## src/rtl/pxw_pkg.sv

```systemverilog
package pxw_pkg;

    localparam int WORD_W  = 32;
    localparam int BYTES_W = WORD_W / 8;

    typedef enum logic [2:0] {
        FMT_Z16   = 3'd0,
        FMT_Z24   = 3'd1,
        FMT_Z24S8 = 3'd2,
        FMT_S8    = 3'd3,
        FMT_XRGB  = 3'd4,
        FMT_BGRX  = 3'd5,
        FMT_ARGB  = 3'd6
    } fmt_e;

    typedef enum logic [2:0] {
        S_IDLE  = 3'd0,
        S_READ  = 3'd1,
        S_MERGE = 3'd2,
        S_WRITE = 3'd3,
        S_DONE  = 3'd4
    } state_e;

    localparam logic [WORD_W-1:0] DEPTH24_MASK = 32'h00FF_FFFF;
    localparam logic [WORD_W-1:0] STEN_MASK    = 32'hFF00_0000;
    localparam logic [WORD_W-1:0] HI_FILL      = 32'hFF00_0000;
    localparam logic [WORD_W-1:0] LO_FILL      = 32'h0000_00FF;

endpackage

```

## src/rtl/pxw_bswap.sv

```systemverilog
module pxw_bswap #(
    parameter int BYTES = 4
) (
    input  logic [8*BYTES-1:0] din,
    output logic [8*BYTES-1:0] dout
);
    for (genvar g = 0; g < BYTES; g++) begin : g_byte
        assign dout[8*g +: 8] = din[8*(BYTES-1-g) +: 8];
    end
endmodule

```

## src/rtl/pxw_wr_prep.sv

```systemverilog
module pxw_wr_prep
    import pxw_pkg::*;
(
    input  fmt_e                fmt,
    input  logic                hbe,
    input  logic                half_sel,
    input  logic [WORD_W-1:0]   wdata,
    output logic [WORD_W-1:0]   wval,
    output logic [WORD_W-1:0]   keep,
    output logic [BYTES_W-1:0]  be,
    output logic                rmw
);
    logic [WORD_W-1:0] sw32;
    logic [15:0]       sw16;
    logic [WORD_W-1:0] v32;
    logic [15:0]       v16;

    pxw_bswap #(.BYTES(4)) u_sw32 (.din(wdata),       .dout(sw32));
    pxw_bswap #(.BYTES(2)) u_sw16 (.din(wdata[15:0]), .dout(sw16));

    assign v32 = hbe ? sw32 : wdata;
    assign v16 = hbe ? sw16 : wdata[15:0];

    always_comb begin
        wval = v32;
        keep = '0;
        be   = '1;
        rmw  = 1'b0;
        case (fmt)
            FMT_Z16: begin
                wval = {v16, v16};
                be   = half_sel ? 4'b1100 : 4'b0011;
            end
            FMT_Z24: begin
                wval = v32 & DEPTH24_MASK;
                keep = STEN_MASK;
                rmw  = 1'b1;
            end
            FMT_S8: begin
                wval = {wdata[7:0], 24'h0};
                keep = DEPTH24_MASK;
                rmw  = 1'b1;
            end
            default: begin
                wval = v32;
            end
        endcase
    end
endmodule

```

## src/rtl/pxw_rd_fmt.sv

```systemverilog
module pxw_rd_fmt
    import pxw_pkg::*;
(
    input  fmt_e              fmt,
    input  logic              hbe,
    input  logic              half_sel,
    input  logic [WORD_W-1:0] word,
    output logic [WORD_W-1:0] dout
);
    logic [15:0]       half;
    logic [15:0]       half_sw;
    logic [WORD_W-1:0] val32;
    logic [WORD_W-1:0] val_sw;

    assign half = half_sel ? word[31:16] : word[15:0];

    always_comb begin
        case (fmt)
            FMT_Z24:  val32 = word & DEPTH24_MASK;
            FMT_XRGB: val32 = word | HI_FILL;
            FMT_BGRX: val32 = word | LO_FILL;
            default:  val32 = word;
        endcase
    end

    pxw_bswap #(.BYTES(2)) u_sw16 (.din(half),  .dout(half_sw));
    pxw_bswap #(.BYTES(4)) u_sw32 (.din(val32), .dout(val_sw));

    always_comb begin
        case (fmt)
            FMT_Z16: dout = {16'h0, hbe ? half_sw : half};
            FMT_S8:  dout = {24'h0, word[31:24]};
            default: dout = hbe ? val_sw : val32;
        endcase
    end
endmodule

```

## src/rtl/pxw_access.sv

```systemverilog
module pxw_access
    import pxw_pkg::*;
#(
    parameter int HADDR_W = 15
) (
    input  logic               clk,
    input  logic               rst_n,
    input  logic               host_be,
    input  logic               req_valid,
    input  logic               req_write,
    input  logic [2:0]         req_fmt,
    input  logic [HADDR_W-1:0] req_haddr,
    input  logic [31:0]        req_wdata,
    output logic [31:0]        rd_data,
    output logic               done,
    output logic               mem_req,
    output logic               mem_we,
    output logic [HADDR_W-2:0] mem_addr,
    output logic [3:0]         mem_be,
    output logic [31:0]        mem_wdata,
    input  logic               mem_rvalid,
    input  logic [31:0]        mem_rdata
);
    localparam int WA_W = HADDR_W - 1;

    typedef struct packed {
        state_e               st;
        logic                 issued;
        logic                 wr;
        fmt_e                 fmt;
        logic                 a1;
        logic                 hbe;
        logic                 rmw;
        logic [WA_W-1:0]      wa;
        logic [BYTES_W-1:0]   be;
        logic [WORD_W-1:0]    wval;
        logic [WORD_W-1:0]    keep;
        logic [WORD_W-1:0]    word;
        logic [WORD_W-1:0]    cap;
        logic [WORD_W-1:0]    rd;
    } regs_t;

    regs_t r_q, r_d;

    logic [WORD_W-1:0]  prep_wval, prep_keep, fmt_out;
    logic [BYTES_W-1:0] prep_be;
    logic               prep_rmw;

    pxw_wr_prep u_prep (
        .fmt      (fmt_e'(req_fmt)),
        .hbe      (host_be),
        .half_sel (req_haddr[0]),
        .wdata    (req_wdata),
        .wval     (prep_wval),
        .keep     (prep_keep),
        .be       (prep_be),
        .rmw      (prep_rmw)
    );

    pxw_rd_fmt u_rdf (
        .fmt      (r_q.fmt),
        .hbe      (r_q.hbe),
        .half_sel (r_q.a1),
        .word     (mem_rdata),
        .dout     (fmt_out)
    );

    always_comb begin
        r_d       = r_q;
        mem_req   = 1'b0;
        mem_we    = 1'b0;
        mem_be    = '1;
        mem_wdata = r_q.word;
        case (r_q.st)
            S_IDLE: begin
                r_d.issued = 1'b0;
                if (req_valid) begin
                    r_d.wr   = req_write;
                    r_d.fmt  = fmt_e'(req_fmt);
                    r_d.a1   = req_haddr[0];
                    r_d.hbe  = host_be;
                    r_d.wa   = req_haddr[HADDR_W-1:1];
                    r_d.wval = prep_wval;
                    r_d.keep = prep_keep;
                    r_d.be   = prep_be;
                    r_d.rmw  = req_write && prep_rmw;
                    r_d.word = prep_wval;
                    if (req_write && !prep_rmw) r_d.st = S_WRITE;
                    else                        r_d.st = S_READ;
                end
            end
            S_READ: begin
                mem_req    = !r_q.issued;
                r_d.issued = 1'b1;
                if (r_q.issued && mem_rvalid) begin
                    r_d.cap  = mem_rdata;
                    r_d.word = mem_rdata;
                    r_d.rd   = fmt_out;
                    r_d.st   = r_q.wr ? S_MERGE : S_DONE;
                end
            end
            S_MERGE: begin
                r_d.word = (r_q.word & r_q.keep) | r_q.wval;
                r_d.st   = S_WRITE;
            end
            S_WRITE: begin
                mem_req = 1'b1;
                mem_we  = 1'b1;
                mem_be  = r_q.be;
                r_d.st  = S_DONE;
            end
            S_DONE: begin
                r_d.st = S_IDLE;
            end
            default: r_d.st = S_IDLE;
        endcase
    end

    always_ff @(posedge clk or negedge rst_n) begin
        if (!rst_n) r_q <= '0;
        else        r_q <= r_d;
    end

    assign mem_addr = r_q.wa;
    assign done     = (r_q.st == S_DONE);
    assign rd_data  = r_q.rd;


    done_pulse_chk: assert property (@(posedge clk) disable iff (!rst_n)
        done |=> !done);


    one_read_chk: assert property (@(posedge clk) disable iff (!rst_n)
        (mem_req && !mem_we) |=> !(mem_req && !mem_we));


    rmw_keep_chk: assert property (@(posedge clk) disable iff (!rst_n)
        (mem_req && mem_we && r_q.rmw) |-> (((mem_wdata ^ r_q.cap) & r_q.keep) == '0));


    direct_write_chk: assert property (@(posedge clk) disable iff (!rst_n)
        (mem_req && mem_we && !r_q.rmw) |-> $past(r_q.st == S_IDLE));


    sten_read_chk: assert property (@(posedge clk) disable iff (!rst_n)
        (done && !r_q.wr && r_q.fmt == FMT_S8) |-> (rd_data[31:8] == '0));


    alpha_fill_chk: assert property (@(posedge clk) disable iff (!rst_n)
        (done && !r_q.wr && r_q.fmt == FMT_XRGB && !r_q.hbe) |-> (rd_data[31:24] == 8'hFF));


    half_be_chk: assert property (@(posedge clk) disable iff (!rst_n)
        (mem_req && mem_we && r_q.fmt == FMT_Z16) |-> ($countones(mem_be) == 2));

endmodule

```

## config.mk

```make
export PLATFORM = sky130hd
export DESIGN_NAME = pxw_access
export DESIGN_NICKNAME = d
export VERILOG_FILES = /design/src/rtl/pxw_pkg.sv /design/src/rtl/pxw_bswap.sv /design/src/rtl/pxw_wr_prep.sv /design/src/rtl/pxw_rd_fmt.sv /design/src/rtl/pxw_access.sv
export SDC_FILE = /design/constraint.sdc
export NUM_CORES = 1
export LEC_CHECK = 0
export ABC_AREA = 1
export BUFFER_PORTS_ARGS = -buffer_cell sky130_fd_sc_hd__clkbuf_2
export CORE_ASPECT_RATIO = 0.6
export CORE_MARGIN = 4
export CORE_UTILIZATION = 29
export DETAILED_ROUTE_END_ITERATION = 6
export PLACE_DENSITY = 0.54
export RECOVER_POWER = 100
export SLEW_MARGIN = 20
export SYNTH_ARGS = -nofsm -noshare
export SYNTH_HDL_FRONTEND = slang
export SYNTH_SLANG_ARGS = --single-unit
```

## constraint.sdc

```tcl
create_clock -name clk -period 3.1 [get_ports clk]
set_input_delay 0.465 -clock clk [delete_from_list [all_inputs] [get_ports clk]]
set_output_delay 0.465 -clock clk [all_outputs]
set_load 0.03 [all_outputs]
```

==> impl_metrics.json <==
{
  "path_clk_slew_ns": 0.06,
  "grt_pass1_wl_um": 48900,
  "setup_viol": 0,
  "drt-total-wl_um": 31700,
  "ir_worst_vdd_mv": 0.426,
  "post_cts_resized": 0,
  "nNetsFinal": 1478,
  "hold_depth": 3,
  "fin_util_pct": 33.1,
  "initial_core_util_pct": 29.7,
  "path_cells": "inv_1 -> nand3_1 -> nand2_1 -> nor2_1 -> inv_1 -> o21ai_0",
  "setup.reg_to_reg.worst_slack_ns": 0.63,
  "gp_congestion": 0.853,
  "critPathMaxFanout": 12,
  "syn_to_final_growth_pct": 11.6,
  "synth_area_leader_cell": "dfrtp_1",
  "critPathLaunchType": "register",
  "crit_path_end_kind": "register",
  "cpMostUsedCell": "inv_1",
  "die_x_um": 230,
  "required_ns": 3.44,
  "synthAdderAreaFrac_pct": 0,
  "synth_top_family_by_area": "simple AND/OR/NAND/NOR gates",
  "hpwl_um": 23800,
  "pwr_density_cell_nw_per_um2": 1070,
  "syn_avg_cell_area_sq_um": 6.49,
  "synth_top_area_share_pct": 36.1,
  "antennaDiodeCount": 0,
  "grt_max_degree": 65,
  "worstPathArrival_ns": 2.81,
  "drc": 0,
  "ys.flop_type": "dfrtp_1",
  "maxCapViolations": 0,
  "synth_edf_count": 0,
  "status": "finished clean",
  "clock_skew_ns": 0.00808,
  "synth_xor_area_share_pct": 0,
  "worst_pin_slew_ns": 1.38,
  "post_synth_and_or_nand_nor_area_fraction_pct": 35.7,
  "clkSinkCount": 124,
  "rows": 48,
  "hp-class": "input port to register",
  "r2r_end": "rd_data[17]",
  "syn-num-nets": 1414,
  "min_from": "req_haddr[14]",
  "cts_made_buffers": 17,
  "grt.overflow.total": 0,
  "rsz0062_at_grt": "no",
  "synthCells": 1326,
  "drive_above_1_share_pct": 11.1,
  "path_delay_family": "simple AND/OR/NAND/NOR gates",
  "ys_ff_latch": 124,
  "viasPerCell": 4.69,
  "layout_common_cells": "523 x nand2_1, 126 x inv_1, 124 x dfrtp_1",
  "fin_crit_ns": 2.47,
  "num_vias": 8445,
  "fp.dieH_um": 141,
  "r2r-start": "r_q[183]",
  "layout_commonest_cell": "nand2_1",
  "yosysSeqAreaShare_pct": 36.1,
  "grt_pass1_vias": 8085,
  "antenna_found_initial": 2,
  "rr_worst_depth": 6,
  "muxShareOfSynthArea_pct": 0,
  "yosys_warnings": 0,
  "slew_headroom_pct": 7.87,
  "fin_tns_setup_ns": 0,
  "ys_top_cells_by_area": "dfrtp_1 36%, nand2_1 23%, buf_4 7.5%, o21ai_0 5.6%, inv_1 5.5%",
  "cts_htree_levels": 4,
  "synth_compound_area_share_pct": 11.6,
  "synthDistinctLibCells": 32,
  "path_class": "register to register",
  "fmax_mhz": 406,
  "cp_slowest_cell": "dfrtp_1",
  "hold_end": "mem_addr[13]",
  "ant_nets": 0,
  "wl_per_cell_um": 17.6,
  "clock_latency_ns": 0.44,
  "clock-root-buffer": "clkbuf_16",
  "syn_area_sq_um": 8610,
  "slew_violations": 0,
  "hold_viol": 0,
  "leakage_uw": 0.00524,
  "core_area_sq_um": 29000,
  "max_stage_delay_ns": 0.53,
  "clock_path_buffers": 2,
  "min_period_over_period_pct": 79.5,
  "firstDrtPassIters": 5,
  "grt_usage_pct": 19.5,
  "die-area_sq_um": 32600,
  "port_buffers": 172,
  "io_pins": 173,
  "drt_iter0_drc": 729,
  "critPathBufInv": 2,
  "cts_tree": "done",
  "async_reset_ff_share_pct": 100
}
## cell usage after synthesis, types with 4 or more instances
cell type / count
o21ai_0: 96
inv_1: 126
inv_2: 6
buf_2: 28
o21ai_1: 4
a21boi_1: 24
buf_4: 86
nor2_2: 4
or2_2: 11
nand2_1: 522
dfrtp_1: 124
a21boi_2: 6
nor2_4: 4
a21boi_0: 5
clkbuf_1: 26
nor2_1: 97
nand3_1: 88
a22oi_1: 4
a21oi_1: 28
nand4_1: 16
o211ai_1: 4
## worst max path at each step
stage	start	to	slack (ns)	cells past startpoint
6_report	r_q[183]	rd_data[17]	0.63	6
5_1_grt	r_q[183]	rd_data[27]	0.37	7
4_1_cts	r_q[180]	rd_data[3]	0.88	7
3_5_place_dp	r_q[180]	rd_data[10]	0.91	5
3_3_place_gp	r_q[180]	rd_data[11]	0.82	5
2_1_floorplan	r_q[188]	mem_be[1]	1.20	5
## kinds of logic (layout without fill, tap and decap cells)
| logic type | after synthesis | count (layout) |
|---|---|---|
| buffers and inverters | 279 | 354 |
| AO/OA/AOI/OAI | 173 | 173 |
| flip-flops | 124 | 124 |
| AND/OR/NAND/NOR | 750 | 750 |
## final cells by class
cell class,count,area [sq um]
inverters,134,503
clock buffers,23,498
multi-input cells,923,4050
well taps,400,500
flip-flops and latches,124,3100
repair buffers,190,867
fillers,3242,19400
clock inverters,7,87.6
## where the power goes
part | switching [uW] | total [uW] | internal [uW]
registers | 623 | 3020 | 2400
logic | 3760 | 5170 | 1410
clock network | 776 | 2050 | 1270
## per-stage QoR
| step | setup slack, ns | power, uW | hold slack (ns) | std cells | area [sq um] |
|---|---|---|---|---|---|
| floorplan | 1.20 | 7540 | 0.169 | 1326 | 8610 |
| global placement | 0.818 | 8420 | 0.451 | 1770 | 9190 |
| detailed placement | 0.906 | 8460 | 0.456 | 1770 | 9190 |
| CTS | 0.879 | 10600 | 0.205 | 1801 | 9790 |
| global route | 0.367 | 11100 | 0.223 | 1801 | 9610 |
| finish | 0.634 | 10200 | 0.222 | 1801 | 9610 |
## routing by layer
metal	GRT usage [%]	up-vias	routed length, um	share of wire [%]
met4	4.74	4	499	1.6
li1	-	4171	-	-
met3	7.72	37	3190	10
met5	0	-	25	0.079
met2	26.9	289	12600	40
met1	28.4	3944	15300	48
## registers in the layout, indices dropped and copies added (netlist names)
register / cells
r_q: 46
mem_addr: 14
mem_wdata: 32
rd_data: 32
## worst min-delay path: cells and delay by family
family	cells	cell delay, ns
AND/OR/NAND/NOR	2	0.09
buffers and inverters	1	0.07
## repair_timing
item | CTS | global route
setup buffers | 0 | 0
hold buffers | 1 | 0
endpoints found under the hold margin | 19 | 0
Note: power is estimated with default switching activity, not from simulation.
